[config.mk]
export PLATFORM = sky130hd
export DESIGN_NAME = ep_rx_dualbank
export DESIGN_NICKNAME = d
export VERILOG_FILES = /design/src/rtl/ep_rx_pkg.sv /design/src/rtl/ep_rx_wrctl.sv /design/src/rtl/ep_rx_store.sv /design/src/rtl/ep_rx_bankctl.sv /design/src/rtl/ep_rx_rdctl.sv /design/src/rtl/ep_rx_dualbank.sv
export SDC_FILE = /design/constraint.sdc
export NUM_CORES = 2
export LEC_CHECK = 0
export BUFFER_PORTS_ARGS = -buffer_cell sky130_fd_sc_hd__buf_2
export CAP_MARGIN = 20
export CORE_MARGIN = 5
export CORE_UTILIZATION = 49
export CTS_BUF_LIST = sky130_fd_sc_hd__clkbuf_4
export CTS_CLUSTER_SIZE = 24
export DETAILED_ROUTE_END_ITERATION = 10
export SLEW_MARGIN = 0
export SYNTH_ARGS = -nofsm -noshare
export SYNTH_HDL_FRONTEND = slang
export SYNTH_HIERARCHICAL = 1
export SYNTH_SLANG_ARGS = --single-unit
[constraint.sdc]
create_clock -name clk -period 10.8 [get_ports clk]
set_clock_uncertainty 0.05 [all_clocks]
set_input_delay 2.7 -clock clk [delete_from_list [all_inputs] [get_ports clk]]
set_output_delay 2.7 -clock clk [all_outputs]
set_load 0.005 [all_outputs]
[src/rtl/ep_rx_pkg.sv]
// Package: shared constants and types of the dual-bank receive buffer.
// Assumes exactly two banks; bank indices are one bit wide.
package ep_rx_pkg;
    localparam int unsigned EP_BANKS = 2;

    typedef enum logic {
        RD_WORD = 1'b0,
        RD_BYTE = 1'b1
    } rd_mode_e;
endpackage

[src/rtl/ep_rx_wrctl.sv]
// Receive-side write control: tracks the byte position inside the packet
// being received, produces the storage write, and decides whether a packet
// end commits a bank. Assumes bank_ready is stable during one packet.
module ep_rx_wrctl #(
    parameter int BANK_BYTES = 64,
    localparam int CW = $clog2(BANK_BYTES + 1),
    localparam int AW = $clog2(BANK_BYTES)
) (
    input  logic          clk,
    input  logic          rst_n,
    input  logic          clr,
    input  logic          pkt_wr_en,
    input  logic [7:0]    pkt_wr_data,
    input  logic          pkt_end,
    input  logic          pkt_abort,
    input  logic          bank_ready,
    output logic          mem_we,
    output logic [AW-1:0] mem_addr,
    output logic [7:0]    mem_data,
    output logic          commit,
    output logic [CW-1:0] commit_cnt
);
    logic [CW-1:0] wr_ptr;
    logic          room;

    // Space is left in the bank while the pointer is below one packet.
    assign room       = wr_ptr < CW'(BANK_BYTES);
    assign mem_we     = pkt_wr_en && bank_ready && room && !clr;
    assign mem_addr   = wr_ptr[AW-1:0];
    assign mem_data   = pkt_wr_data;
    assign commit     = pkt_end && !pkt_abort && bank_ready && !clr;
    assign commit_cnt = wr_ptr + CW'(mem_we);

    // Byte position: restarts at every packet boundary or clear.
    always_ff @(posedge clk) begin
        if (!rst_n) begin
            wr_ptr <= '0;
        end else if (clr || pkt_end || pkt_abort) begin
            wr_ptr <= '0;
        end else if (mem_we) begin
            wr_ptr <= wr_ptr + CW'(1);
        end
    end
endmodule

[src/rtl/ep_rx_store.sv]
// Byte storage of both banks with one byte write port and a multi-lane
// read port. Lanes addressed past the bank end return zero. The contents
// are not reset; readers gate them by the stored count.
module ep_rx_store
    import ep_rx_pkg::*;
#(
    parameter int BANK_BYTES = 64,
    parameter int LANES = 4,
    localparam int CW = $clog2(BANK_BYTES + 1),
    localparam int AW = $clog2(BANK_BYTES)
) (
    input  logic                  clk,
    input  logic                  we,
    input  logic                  wbank,
    input  logic [AW-1:0]         waddr,
    input  logic [7:0]            wdata,
    input  logic                  rbank,
    input  logic [CW-1:0]         rbase,
    output logic [LANES-1:0][7:0] rlane
);
    logic [7:0] mem [EP_BANKS][BANK_BYTES];

    // Byte write into the bank open for reception.
    always_ff @(posedge clk) begin
        if (we) begin
            mem[wbank][waddr] <= wdata;
        end
    end

    for (genvar g = 0; g < LANES; g++) begin : g_lane
        logic [CW:0] addr;
        assign addr = {1'b0, rbase} + (CW+1)'(g);
        // Lane read: zero when the address runs off the bank.
        always_comb begin
            if (addr < (CW+1)'(BANK_BYTES)) begin
                rlane[g] = mem[rbank][addr[AW-1:0]];
            end else begin
                rlane[g] = 8'h00;
            end
        end
    end
endmodule

[src/rtl/ep_rx_bankctl.sv]
// Bank ownership: per-bank filled flag and byte count, the bank open to
// the receiver and the bank presented to the reader. Both pointers toggle,
// so the reader sees banks in arrival order. A commit and a release can
// never target the same bank in one cycle.
module ep_rx_bankctl
    import ep_rx_pkg::*;
#(
    parameter int BANK_BYTES = 64,
    localparam int CW = $clog2(BANK_BYTES + 1)
) (
    input  logic          clk,
    input  logic          rst_n,
    input  logic          clr,
    input  logic          commit,
    input  logic [CW-1:0] commit_cnt,
    input  logic          release_req,
    output logic          wr_bank,
    output logic          rd_bank,
    output logic          bank_ready,
    output logic          cur_filled,
    output logic [CW-1:0] cur_count,
    output logic          released
);
    logic [EP_BANKS-1:0] filled;
    logic [CW-1:0]       cnt [EP_BANKS];

    assign bank_ready = !filled[wr_bank];
    assign cur_filled = filled[rd_bank];
    assign cur_count  = filled[rd_bank] ? cnt[rd_bank] : '0;
    assign released   = release_req && filled[rd_bank] && !clr;

    for (genvar b = 0; b < EP_BANKS; b++) begin : g_bank
        // Bank state: set on commit into it, cleared on release or clear.
        always_ff @(posedge clk) begin
            if (!rst_n || clr) begin
                filled[b] <= 1'b0;
                cnt[b]    <= '0;
            end else if (commit && (wr_bank == 1'(b))) begin
                filled[b] <= 1'b1;
                cnt[b]    <= commit_cnt;
            end else if (released && (rd_bank == 1'(b))) begin
                filled[b] <= 1'b0;
            end
        end
    end

    // Ownership pointers: advance once per committed or released packet.
    always_ff @(posedge clk) begin
        if (!rst_n || clr) begin
            wr_bank <= 1'b0;
            rd_bank <= 1'b0;
        end else begin
            if (commit)   wr_bank <= ~wr_bank;
            if (released) rd_bank <= ~rd_bank;
        end
    end
endmodule

[src/rtl/ep_rx_rdctl.sv]
// Reader-side control: read pointer inside the presented bank, lane
// masking against the stored count, word or byte packing, and the
// registered data port. Assumes lanes arrive little-endian from storage.
module ep_rx_rdctl
    import ep_rx_pkg::*;
#(
    parameter int BANK_BYTES = 64,
    parameter int LANES = 4,
    localparam int CW = $clog2(BANK_BYTES + 1)
) (
    input  logic                  clk,
    input  logic                  rst_n,
    input  logic                  clr,
    input  logic                  rd_en,
    input  rd_mode_e              rd_mode,
    input  logic                  cur_filled,
    input  logic [CW-1:0]         cur_count,
    input  logic                  released,
    input  logic [LANES-1:0][7:0] rlane,
    output logic [CW-1:0]         rptr,
    output logic [LANES*8-1:0]    rd_data
);
    logic [LANES-1:0]       lane_ok;
    logic [LANES-1:0][7:0]  word_val;
    logic [LANES*8-1:0]     next_data;
    logic                   avail;
    logic [CW-1:0]          remaining;
    logic [CW-1:0]          step;

    for (genvar g = 0; g < LANES; g++) begin : g_mask
        assign lane_ok[g]  = cur_filled &&
                             (({1'b0, rptr} + (CW+1)'(g)) < {1'b0, cur_count});
        assign word_val[g] = lane_ok[g] ? rlane[g] : 8'h00;
    end

    assign avail     = cur_filled && (rptr < cur_count);
    assign remaining = cur_count - rptr;

    // Pointer step: one byte, or a word clamped at the stored count.
    always_comb begin
        if (rd_mode == RD_BYTE) begin
            step = CW'(1);
        end else if (remaining < CW'(LANES)) begin
            step = remaining;
        end else begin
            step = CW'(LANES);
        end
    end

    // Data packing for the selected access width.
    always_comb begin
        if (rd_mode == RD_BYTE) begin
            next_data = {{(LANES*8-8){1'b0}}, word_val[0]};
        end else begin
            next_data = word_val;
        end
    end

    // Data port and pointer registers.
    always_ff @(posedge clk) begin
        if (!rst_n || clr) begin
            rptr    <= '0;
            rd_data <= '0;
        end else begin
            if (rd_en) rd_data <= next_data;
            if (released) begin
                rptr <= '0;
            end else if (rd_en && avail) begin
                rptr <= rptr + step;
            end
        end
    end
endmodule

[src/rtl/ep_rx_dualbank.sv]
// Top level of the dual-bank endpoint receive buffer: wires write control,
// bank ownership, storage and read control. Inputs are synchronous to clk;
// pkt_abort wins over pkt_end; a packet end may carry a final byte.
module ep_rx_dualbank
    import ep_rx_pkg::*;
#(
    parameter int BANK_BYTES = 64,
    parameter int DATA_W = 32,
    localparam int LANES = DATA_W / 8,
    localparam int CW = $clog2(BANK_BYTES + 1),
    localparam int AW = $clog2(BANK_BYTES)
) (
    input  logic              clk,
    input  logic              rst_n,
    input  logic              pkt_wr_en,
    input  logic [7:0]        pkt_wr_data,
    input  logic              pkt_end,
    input  logic              pkt_abort,
    output logic              rx_nak,
    input  logic              rd_en,
    input  logic              rd_byte_mode,
    output logic [DATA_W-1:0] rd_data,
    input  logic              rd_done,
    input  logic              buf_clr,
    output logic              full_flag,
    output logic [CW-1:0]     rx_size
);
    logic                  mem_we;
    logic [AW-1:0]         mem_addr;
    logic [7:0]            mem_data;
    logic                  commit;
    logic [CW-1:0]         commit_cnt;
    logic                  wr_bank;
    logic                  rd_bank;
    logic                  bank_ready;
    logic                  cur_filled;
    logic [CW-1:0]         cur_count;
    logic                  released;
    logic [CW-1:0]         rptr;
    logic [LANES-1:0][7:0] rlane;
    rd_mode_e              rd_mode;

    assign rd_mode   = rd_mode_e'(rd_byte_mode);
    assign rx_nak    = !bank_ready;
    assign full_flag = cur_filled;
    assign rx_size   = cur_count;

    ep_rx_wrctl #(.BANK_BYTES(BANK_BYTES)) u_wr (
        .clk(clk), .rst_n(rst_n), .clr(buf_clr),
        .pkt_wr_en(pkt_wr_en), .pkt_wr_data(pkt_wr_data),
        .pkt_end(pkt_end), .pkt_abort(pkt_abort), .bank_ready(bank_ready),
        .mem_we(mem_we), .mem_addr(mem_addr), .mem_data(mem_data),
        .commit(commit), .commit_cnt(commit_cnt)
    );

    ep_rx_bankctl #(.BANK_BYTES(BANK_BYTES)) u_bank (
        .clk(clk), .rst_n(rst_n), .clr(buf_clr),
        .commit(commit), .commit_cnt(commit_cnt), .release_req(rd_done),
        .wr_bank(wr_bank), .rd_bank(rd_bank), .bank_ready(bank_ready),
        .cur_filled(cur_filled), .cur_count(cur_count), .released(released)
    );

    ep_rx_store #(.BANK_BYTES(BANK_BYTES), .LANES(LANES)) u_store (
        .clk(clk), .we(mem_we), .wbank(wr_bank), .waddr(mem_addr),
        .wdata(mem_data), .rbank(rd_bank), .rbase(rptr), .rlane(rlane)
    );

    ep_rx_rdctl #(.BANK_BYTES(BANK_BYTES), .LANES(LANES)) u_rd (
        .clk(clk), .rst_n(rst_n), .clr(buf_clr), .rd_en(rd_en),
        .rd_mode(rd_mode), .cur_filled(cur_filled), .cur_count(cur_count),
        .released(released), .rlane(rlane), .rptr(rptr), .rd_data(rd_data)
    );
endmodule

==> key figures <==
Status
  • Status: completed

Detailed routing
  • Residual DRC: 0
  • Drt wl/cell: ~40 µm
  • Iteration-0 DRC Markers: roughly 7300
  • Vias: approximately 46000
  • Detailed Route WL: approximately 250000 µm
  • Antenna viol nets, final: 0
  • Pre-antenna DRT Iters: 8
  • Vias per inst: roughly 7.5

Synthesis
  • Cell area after synthesis: 64900 µm²
  • Synth Flop Type: edfxtp_1
  • Number of distinct library cells after synthesis: 94
  • Synth Warn #: 6
  • Seq cells post-synth: roughly 1100
  • Post-synth EDFFs: roughly 1000
  • Asr flop ratio synth: 0
  • Syn Inst Count: 4086
  • Synth Area per Inst: ~16 µm²
  • Post-synthesis sequential area ratio: 0.496

Power
  • Sequential Power Share: 0.547
  • Switch share: 0.226
  • Power per cell area: around 120 nW/µm²
  • Internal Power: roughly 6.5 mW
  • Total power: approximately 8.5 mW
  • Comb pwr share: 0.018
  • Pleak: 22.0 nW
  • P_sw: roughly 1.9 mW
  • Clock share of power: 0.434
  • Worst IR drop on VDD: about 0.00012 V

Final layout
  • Commonest non-fill, non-tap cell in the layout: edfxtp_1
  • Layout Utilization: 0.536
  • P&R area growth vs syn: 8.66%
  • Layout cell share with drive strength beyond 1: 0.348
  • Most frequent cells in the layout: edfxtp_1, mux4_2, clkbuf_4
  • Nets: around 4300
  • Final non-filler cell total: between 6000 and 7000

Clock tree
  • Worst-Skew Late Latency: 1.31 ns
  • Clock Tree Buf Depth: 4
  • CTS buffer count: approximately 300
  • CTS sink count: 1089
  • CTS H-tree lvls: 5
  • CTS tree: done
  • Clock Root Buffer: clkbuf_4
  • CTS clk-pin slew, worst paths: approximately 0.07 ns
  • Post-CTS setup buffers: 0
  • Number of gates resized after CTS: 0
  • Cts hold-fix bufs: 0

Hold path
  • Hold Crit Class: reg -> reg

Floorplan
  • Starting Density: 0.493
  • DIE AREA: ~140000 µm²
  • Boundary Pins: slightly below 60
  • Die width: 374 µm
  • Total core area: 131000 µm²
  • Row cnt: ~130
  • Height of the die: about 370 µm

Timing
  • Final hold slack: roughly 0.43 ns
  • Pins Over Slew Limit: 0
  • Final setup fails: 0
  • Final min period: 5.98 ns
  • Slew HR: 0.108
  • Worst slew pin tran: 1.33 ns
  • Final hold violations: 0
  • Final setup TNS: 0 ns
  • Fmax: approximately 0.17 GHz
  • RSZ-0062 raised after global routing: no
  • Crit share post-route: 0.554

Place
  • GP Congestion: 1.04
  • PortBufs: 57
  • Hpwl dp: ~170000 µm
  • Placed cell count: about 5700

Setup path
  • Worst-path fanout max: between 40 and 50
  • Setup CP Type: reg -> reg
  • CP startpoint kind: flip-flop
  • Crit path DAT: 7.10 ns
  • Worst setup EP type: flip-flop
  • Worst EP required: between 10 and 15 ns

Global routing
  • Total GRT Usage: 0.347
  • Grt ovf: 0
  • First-pass GRT wire length: between 300000 and 400000 µm
  • Number of global-route vias before repair: between 40000 and 50000
  • Pin count of the biggest net entering global routing: 155
  • Initial antenna violation count: 17

Flow run
  • Max Cap Viol: 0
-- per-stage QoR --
stage,cell area [µm²],setup WS (ns)
after CTS,70400,4.69
after detailed placement,66700,4.64
final,70500,4.82
after floorplan,64900,6.22
after global placement,66600,4.57
after global routing,70500,4.58
-- kinds of logic after synthesis --
group / after synthesis / synth area share
multiplexers: 1220 / 0.342
other: 1 / 0.0000578
AO/OA/AOI/OAI: 593 / 0.0647
flip-flops: 1089 / 0.496
adder cells (fa/ha/maj): 46 / 0.00910
AND/OR/NAND/NOR: 702 / 0.0496
XOR/XNOR: 43 / 0.00604
buffers and inverters: 392 / 0.0325
-- worst paths after layout --
kind | from | slack [ns] | cells after the start | end
min reg2reg | u_rd/rd_data[26]$_SDFFE_PP0P_ | 0.43 | 2 | u_rd/rd_data[26]$_SDFFE_PP0P_
min | u_rd/rd_data[26]$_SDFFE_PP0P_ | 0.43 | 2 | u_rd/rd_data[26]$_SDFFE_PP0P_
max | u_bank/rd_bank$_SDFFE_PP0P_ | 4.82 | 10 | u_rd/rd_data[21]$_SDFFE_PP0P_
max reg2reg | u_bank/rd_bank$_SDFFE_PP0P_ | 4.82 | 10 | u_rd/rd_data[21]$_SDFFE_PP0P_
-- critical path, cell delays in order, from the launching register on --
cell and delay [ns]:
dfxtp_4 0.92, buf_4 0.68, buf_4 0.87, nor2b_4 1.03
a22oi_1 0.25, a21oi_1 0.34, nor4_1 0.18, a211oi_1 1.06
nor3b_1 0.16, nand2_1 0.11, o21ai_0 0.08
-- state kept, by name, indices dropped and copies added (netlist names), named ones only --
name	cells
u_bank/rd_bank	1
u_rd/rptr	7
u_bank/filled	2
u_bank/cnt	14
u_wr/wr_ptr	7
u_store/mem	1024
u_rd/rd_data	32
u_bank/wr_bank	1
-- routing by layer --
| layer | global-route usage | vias up | routed length [µm] |
|---|---|---|---|
| met3 | 0.132 | 740 | 35200 |
| met4 | 0.188 | 14 | 16400 |
| met2 | 0.499 | 3970 | 106000 |
| met5 | 0 | - | 75 |
| li1 | - | 17753 | - |
| met1 | 0.457 | 23972 | 87800 |
-- power by group through the flow --
| stage | Sequential [mW] | Clock, mW | Combinational (mW) |
|---|---|---|---|
| floorplan | 4.71 | 0 | 0.0788 |
| global placement | 4.72 | 0 | 0.151 |
| detailed placement | 4.72 | 0 | 0.153 |
| CTS | 4.62 | 3.74 | 0.153 |
| global route | 4.62 | 3.99 | 0.161 |
| finish | 4.62 | 3.67 | 0.155 |
-- final cells by class --
type                    instances  area [µm²]
inverters                      30         120
repair buffers                191        1430
clock inverters               103         492
fillers                     10783       61000
clock buffers                 423        3180
well taps                    1755        2200
flip-flops and latches       1089       32200
diodes                         18        45.0
multi-input cells            2607       30800
-- Yosys cell counts, types with 7 or more instances --
library cell	number	area share
edfxtp_1	1038	0.48
mux4_2	792	0.27
mux2i_1	390	0.060
nor2_1	289	0.017
nand2_1	197	0.011
buf_2	119	0.0092
clkbuf_1	116	0.0067
a22oi_1	97	0.011
a21oi_1	85	0.0066
buf_4	78	0.0090
o21ai_0	76	0.0059
nand3_1	52	0.0040
dfxtp_1	51	0.016
o22ai_1	50	0.0048
ha_1	44	0.0085
a2111oi_0	38	0.0051
o221ai_1	36	0.0049
a211oi_1	33	0.0038
mux2_2	33	0.0057
o21ai_1	30	0.0023
xnor2_1	30	0.0040
buf_6	26	0.0045
inv_1	26	0.0015
nor2b_1	24	0.0023
and2_1	22	0.0021
buf_1	21	0.0012
a221oi_1	19	0.0026
nand2b_1	18	0.0017
nor3_1	16	0.0012
a31oi_1	12	0.0012
a311oi_1	11	0.0015
a32oi_1	11	0.0015
nor4_1	11	0.0011
xor2_1	11	0.0015
a311o_1	10	0.0015
and3_1	10	0.00096
nand4_1	10	0.00096
a32o_1	9	0.0014
o211ai_1	9	0.0010
o22a_1	9	0.0012
a21boi_0	8	0.00093
and2b_2	8	0.0011
or4_1	8	0.00093
o21a_1	7	0.00081
or2_2	7	0.00067
No activity file was read; power rests on OpenSTA's default activity.
